==> src/rtl/fxa_pkg.sv <==
package fxa_pkg;

    typedef enum logic {
        OP_ADD = 1'b0,
        OP_SUB = 1'b1
    } fxa_op_e;

    // fractional bit count of a signed format (total bits, integer bits without sign)
    function automatic int frac_bits(input int total_w, input int int_g);
        return total_w - 1 - int_g;
    endfunction

    function automatic int imax(input int x, input int y);
        return (x > y) ? x : y;
    endfunction

    function automatic int clip0(input int x);
        return (x > 0) ? x : 0;
    endfunction

endpackage

==> src/rtl/fxa_align.sv <==
module fxa_align #(
    parameter int IN_W  = 8,
    parameter int IN_F  = 4,
    parameter int OUT_F = 4,
    parameter int OUT_W = 9
) (
    input  logic             clk,
    input  logic             rst,
    input  logic [IN_W-1:0]  din,
    output logic [OUT_W-1:0] dout
);
    localparam int SHR = fxa_pkg::clip0(IN_F - OUT_F);
    localparam int SHL = fxa_pkg::clip0(OUT_F - IN_F);
    localparam int EW  = fxa_pkg::imax(IN_W + SHL, OUT_W);

    logic signed [IN_W-1:0] x_s;
    logic signed [EW-1:0]   ext;
    logic signed [EW-1:0]   scaled;
    logic signed [EW-1:0]   moved;
    logic signed [EW-1:0]   back;
    logic signed [EW-1:0]   resid;

    assign x_s    = $signed(din);
    assign ext    = EW'(x_s);
    assign scaled = ext <<< SHL;
    // arithmetic right shift drops low bits toward minus infinity
    assign moved  = scaled >>> SHR;
    assign dout   = moved[OUT_W-1:0];

    assign back   = EW'($signed(dout)) <<< SHR;
    assign resid  = scaled - back;

    AST_FLOOR_ALIGN: assert property (@(posedge clk) disable iff (rst)
        (resid >>> SHR) == '0);
    AST_ALIGN_FIT: assert property (@(posedge clk) disable iff (rst)
        moved == EW'($signed(dout)));

endmodule

==> src/rtl/fxa_opsel.sv <==
module fxa_opsel #(
    parameter bit ADD_POL = 1'b1
) (
    input  logic            op_ctl,
    output fxa_pkg::fxa_op_e op
);
    generate
        if (ADD_POL) begin : g_pos
            assign op = op_ctl ? fxa_pkg::OP_ADD : fxa_pkg::OP_SUB;
        end else begin : g_neg
            assign op = op_ctl ? fxa_pkg::OP_SUB : fxa_pkg::OP_ADD;
        end
    endgenerate
endmodule

==> src/rtl/fxa_ripple.sv <==
module fxa_ripple #(
    parameter int W = 9
) (
    input  logic         clk,
    input  logic         rst,
    input  logic [W-1:0] a,
    input  logic [W-1:0] b,
    input  logic         sub,
    output logic [W-1:0] sum
);
    logic [W-1:0] b_eff;
    logic [W-1:0] cin;

    assign b_eff  = b ^ {W{sub}};
    assign cin[0] = sub;  // carry enters at the result LSB

    generate
        for (genvar i = 0; i < W; i++) begin : g_bit
            assign sum[i] = a[i] ^ b_eff[i] ^ cin[i];
            if (i < W - 1) begin : g_carry
                assign cin[i+1] = (a[i] & b_eff[i]) | (cin[i] & (a[i] ^ b_eff[i]));
            end
        end
    endgenerate

    AST_ADD_IDENTITY: assert property (@(posedge clk) disable iff (rst)
        (!sub && b == '0) |-> sum == a);
    AST_NEG_B: assert property (@(posedge clk) disable iff (rst)
        (sub && a == '0) |-> W'(sum + b) == '0);

endmodule

==> src/rtl/fxa_addsub.sv <==
module fxa_addsub #(
    parameter int A_W     = 8,
    parameter int A_G     = 3,
    parameter int B_W     = 10,
    parameter int B_G     = 1,
    parameter int Y_W     = 8,
    parameter int Y_G     = 3,
    parameter bit ADD_POL = 1'b1,
    parameter bit REG_OUT = 1'b0
) (
    input  logic           clk,
    input  logic           rst,
    input  logic [A_W-1:0] a_in,
    input  logic [B_W-1:0] b_in,
    input  logic           op_ctl,
    output logic [Y_W-1:0] y_out
);
    localparam int A_F   = fxa_pkg::frac_bits(A_W, A_G);
    localparam int B_F   = fxa_pkg::frac_bits(B_W, B_G);
    localparam int Y_F   = fxa_pkg::frac_bits(Y_W, Y_G);
    // sign + guard bit above the widest integer part, output precision below
    localparam int INT_W = fxa_pkg::imax(fxa_pkg::imax(A_G, B_G), Y_G) + 2 + Y_F;

    logic [INT_W-1:0] a_al;
    logic [INT_W-1:0] b_al;
    logic [INT_W-1:0] sum_full;
    logic [Y_W-1:0]   y_comb;
    fxa_pkg::fxa_op_e op;
    logic             sub_sel;

    fxa_align #(.IN_W(A_W), .IN_F(A_F), .OUT_F(Y_F), .OUT_W(INT_W)) u_al_a (
        .clk(clk), .rst(rst), .din(a_in), .dout(a_al)
    );
    fxa_align #(.IN_W(B_W), .IN_F(B_F), .OUT_F(Y_F), .OUT_W(INT_W)) u_al_b (
        .clk(clk), .rst(rst), .din(b_in), .dout(b_al)
    );

    fxa_opsel #(.ADD_POL(ADD_POL)) u_opsel (
        .op_ctl(op_ctl), .op(op)
    );
    assign sub_sel = (op == fxa_pkg::OP_SUB);

    fxa_ripple #(.W(INT_W)) u_core (
        .clk(clk), .rst(rst), .a(a_al), .b(b_al), .sub(sub_sel), .sum(sum_full)
    );

    // wraparound: keep only the output format's bit positions
    assign y_comb = sum_full[Y_W-1:0];

    AST_SUB_SELF: assert property (@(posedge clk) disable iff (rst)
        (sub_sel && a_al == b_al) |-> sum_full == '0);

    generate
        if (REG_OUT) begin : g_reg
            logic [Y_W-1:0] y_q;
            always_ff @(posedge clk) begin
                if (rst) y_q <= '0;
                else     y_q <= y_comb;
            end
            assign y_out = y_q;

            AST_RST_CLEAR: assert property (@(posedge clk) disable iff (rst)
                $fell(rst) |-> y_out == '0);
        end else begin : g_comb
            assign y_out = y_comb;
        end
    endgenerate

endmodule

==> config.mk <==
export PLATFORM = sky130hd
export DESIGN_NAME = fxa_addsub
export DESIGN_NICKNAME = d
export VERILOG_FILES = /design/src/rtl/fxa_pkg.sv /design/src/rtl/fxa_align.sv /design/src/rtl/fxa_opsel.sv /design/src/rtl/fxa_ripple.sv /design/src/rtl/fxa_addsub.sv
export SDC_FILE = /design/constraint.sdc
export NUM_CORES = 1
export LEC_CHECK = 0
export BUFFER_PORTS_ARGS = -buffer_cell sky130_fd_sc_hd__buf_2
export CAP_MARGIN = 20
export CORE_AREA = 5 5 42 44
export DETAILED_ROUTE_END_ITERATION = 12
export DIE_AREA = 0 0 47 49
export GPL_TIMING_DRIVEN = 0
export PLACE_DENSITY = 0.56
export SLEW_MARGIN = 5
export SYNTH_ARGS = -nofsm -noshare
export SYNTH_HDL_FRONTEND = slang
export SYNTH_SLANG_ARGS = --single-unit
==> constraint.sdc <==
create_clock -name vclk -period 5.1
set_clock_uncertainty 0.05 [all_clocks]
set_input_delay 1.02 -clock vclk [all_inputs]
set_output_delay 1.02 -clock vclk [all_outputs]
set_load 0.05 [all_outputs]
# After elaboration in Yosys (flattened, before gate mapping)
# Index checks and enable logic that the tools add are counted.
# Widths: inputs -> output; s select.
[op_classes]
muxes = 1
bitwise_logic = 38
[op_table]
columns = ["op", "count"]
rows = [
  ["$xor 1x1->1", 16],
  ["$and 1x1->1", 14],
  ["$xor 8x8->8", 1],
  ["$or 1x1->1", 7],
  ["$mux 1", 1],
]
[word_totals]
ff_bits = 0
input_bits = 21
wordCells = 39

# Logic depth before layout (Yosys ltp)
[depth]
depth_word = 18
depth_mapped = 11

# Cells and area by module
# From an unflattened synthesis, not the netlist that was laid out.
[hier_totals]
hier_cells = 52
hier_area_um2 = 454.2
[modules_own_cells]
columns = ["mod", "instances", "cells_each", "area_per_inst_um2", "seq_area_each_um2"]
rows = [
  ["fxa_ripple", 1, 33, 315.3, 0.0],
  ["fxa_align", 2, 9, 67.6, 0.0],
  ["fxa_opsel", 1, 1, 3.8, 0.0],
]

# Least setup slack after synthesis
# OpenSTA, ideal clock, no wires.
[synth_path]
path_kind = "input -> output"
from = "input op_ctl"
to = "output y_out[7]"
t_arrival_ps = 4427
required_ps = 4030
slack_ps = -397
path_stages = 11
path_buffers = 1
path_cell_list = "buf_6 xnor2_1 fa_1 inv_1 fa_1 fa_1 fa_1 fa_1 fa_1 xnor2_1 xnor2_1"
[synth_via]
elab_chain_len = 18
elab_cells_between_ends = 32
classes_between = "mux: 1; bitwise: 31"
[synth_lines]
columns = ["item", "line_no", "source"]
rows = [
  ["start: declaration", "fxa_addsub.sv:15", "input logic op_ctl,"],
  ["$mux 1 (*)", "fxa_opsel.sv:9", "assign op = op_ctl ? fxa_pkg::OP_ADD : fxa_pkg::OP_SUB;"],
  ["$xor 8x8->8", "fxa_ripple.sv:14", "assign b_eff = b ^ {W{sub}};"],
  ["$xor 1x1->1", "fxa_ripple.sv:21", "assign cin[i+1] = (a[i] & b_eff[i]) | (cin[i] & (a[i] ^ b_eff[i]));"],
  ["$and 1x1->1", "fxa_ripple.sv:21", ""],
  ["$or 1x1->1", "fxa_ripple.sv:21", ""],
  ["$and 1x1->1", "fxa_ripple.sv:21", ""],
  ["$or 1x1->1", "fxa_ripple.sv:21", ""],
  ["$and 1x1->1", "fxa_ripple.sv:21", ""],
  ["[2 not listed]", "--", ""],
  ["$or 1x1->1", "fxa_ripple.sv:21", ""],
  ["$and 1x1->1", "fxa_ripple.sv:21", ""],
  ["$or 1x1->1", "fxa_ripple.sv:21", ""],
  ["$and 1x1->1", "fxa_ripple.sv:21", ""],
  ["$or 1x1->1", "fxa_ripple.sv:21", ""],
  ["$and 1x1->1", "fxa_ripple.sv:21", ""],
  ["$or 1x1->1", "fxa_ripple.sv:21", ""],
  ["$xor 1x1->1 (*)", "fxa_ripple.sv:19", "assign sum[i] = a[i] ^ b_eff[i] ^ cin[i];"],
  ["end: declaration", "fxa_addsub.sv:16", "output logic [Y_W-1:0] y_out"],
]
# Every way passes the cells marked *; elsewhere a longest branch is shown, timed or not.

# Worst setup path in the final report
# Same ends and word-level chain as after synthesis.

==> metrics.txt <==
pin count of the biggest net entering global routing 7; routed vias 246; sequential cell fraction of total power 0; CP endpoint kind output pin; vias per inst 3.73; Max-Slew Margin vs Limit 0.819; final count of pins violating max slew 0; Non-Filler Cell Area, Final 462 sq um; run status finished clean; switching power between 90 and 100 uW; Final Wtd Congestion between 0.6 and 0.7; count of unique library cells instantiated by Yosys 8; internal power of the cells roughly 42 uW; crit path launch type primary input; relative contribution of the clock network to total power 0; num ports 29; total number of nets in the final design 79; CP Data Arrival Time 3.92 ns; sequential area share after synthesis 0; critical path class in2out; number of placement rows 14; worst hold path startpoint a_in[0]; share of the cycle needed by the critical path after routing 0.979; total inserted antenna cells 0; vertical extent of the die 49 um; Net Sw Frac 0.683; smallest setup slack after layout 0.107 ns; commonest cells after routing, fill and taps aside buf_2 (21), inv_1 (11), xor2_1 (4), fa_2 (4); number of violations reported at the end of detailed-routing iteration 0 0; Die Footprint 2300 sq um; achievable frequency roughly 200 MHz; setup violation total in the final timing report 0; Post-Place Cells 66; final critical-path required period 4.99 ns; post-route DRC violation count 0; global route overflow 0; cells after synthesis 28; highest routing layer actually used met3; IR Drop Worst-Case VDD 0.0000846 V; aggregate global-route resource usage 0.0467; count of endpoints failing hold in the final timing report 0; number of buffer cells added on primary ports 22; cell area after synthesis 270 sq um; Gate power share 1.000; number of violations of the max-capacitance limit 0; vias in the first global route between 200 and 250; Tightest Hold Check Type in2out; post-route ant nets 0; most common cell after layout, fill and taps aside buf_2; area grow syn2layout 70.8%; number of clock buffers in the layout 0; drt wl/cell 8.21 um; dpl hpwl 533 um; Sequential Area 0 sq um; tightest hold margin 2.34 ns; CP Max Fanout 6; M1 WL 161 um; Worst Hold Endpoint y_out[0]; slew at the pin with the worst max-slew slack about 0.27 ns; mean post-synth cell area 9.65 sq um; total number of yosys warnings 0; Detailed Routing Iterations Pass 1 1; final cell count without fillers 66; Leakage Power between 0.0002 and 0.00025 uW; starting density of the core 0.193; fraction of layout instances using a drive strength above 1 0.620; WL final between 500 and 600 um; cell depth of the worst min-delay path 3; cts hold-fix bufs 0; required time worst endpoint just over 4 ns; die width 47 um; setup repair after global routing missed its margin false; amount of wire on met2 after detailed routing 280 um; Placement Setup Slack -0.185 ns; number of antenna violations at the first check in global routing 0; PD cells approximately 290 nW/um^2; seq_cells 0; global-route wire length before repair 869 um; instance area at placement 434 sq um; Core Region roughly 1400 sq um; routed wl met3 99 um; Synthesized Nets 55
worst max path at each step:
stage                     cells past startpoint  slack (ns)   start        to
after floorplan                              11        0.02  op_ctl  y_out[7]
after global placement                       12       -0.18  op_ctl  y_out[7]
after detailed placement                     12       -0.18  op_ctl  y_out[7]
after CTS                                    12        0.04  op_ctl  y_out[7]
after global routing                         12        0.01  op_ctl  y_out[7]
final                                        12        0.11  op_ctl  y_out[7]
what timing repair did:
| action | in CTS | in global routing |
|---|---|---|
| hold endpoints to repair | 0 | 0 |
| pin swaps | 2 | 1 |
| endpoints found under the setup margin | 1 | 1 |
| resized for setup | 7 | 0 |
| buffers inserted | 0 | 0 |
per-layer routing:
metal | vias to the layer above | track usage
met4 | 0 | 0
li1 | 117 | -
met1 | 114 | 0.0557
met5 | - | 0
met3 | 0 | 0.0148
met2 | 15 | 0.0837
power groups by stage:
stage               Clock [uW]  Sequential (uW)  Combinational [uW]
floorplan                    0                0                 100
global placement             0                0                 124
detailed placement           0                0                 126
CTS                          0                0                 135
global route                 0                0                 143
finish                       0                0                 132
cell usage after synthesis (all sizes together):
cell type  number  area share
o21ai           1       0.019
nand2           1       0.014
inv            11        0.15
xnor2           3       0.097
xor2            5        0.23
fa              6        0.44
buf             1       0.042
metrics by stage:
step	total power, uW	util	setup TNS [ns]
2_1_floorplan	100	-	0
3_3_place_gp	124	0.310	-0.177
3_5_place_dp	126	0.310	-0.185
4_1_cts	135	0.329	0
5_1_grt	143	0.329	0
6_report	132	0.329	0
worst max-delay path, cell delays in order:
cell and delay, ns:
buf_6 0.13, xnor2_2 0.17, fa_1 0.18, inv_1 0.05, fa_1 0.37, fa_2 0.35
fa_2 0.34, fa_2 0.35, fa_2 0.44, xnor2_4 0.20, xnor2_4 0.14, buf_6 0.17
final cells by class:
class	count	area, sq um
plain buffers	1	11.3
fillers	162	940
inverters	11	41.3
multi-input cells	16	273
well taps	16	20.0
repair buffers	22	116
cell families after synthesis:
group,Yosys count,share of synthesized area
buffers and inverters,12,0.194
xor gates and xnor gates,8,0.329
adders and majority gates,6,0.444
AOI/OAI and AO/OA,1,0.0185
and+or+nand+nor,1,0.0139
Note: power is estimated with default switching activity, not from simulation.
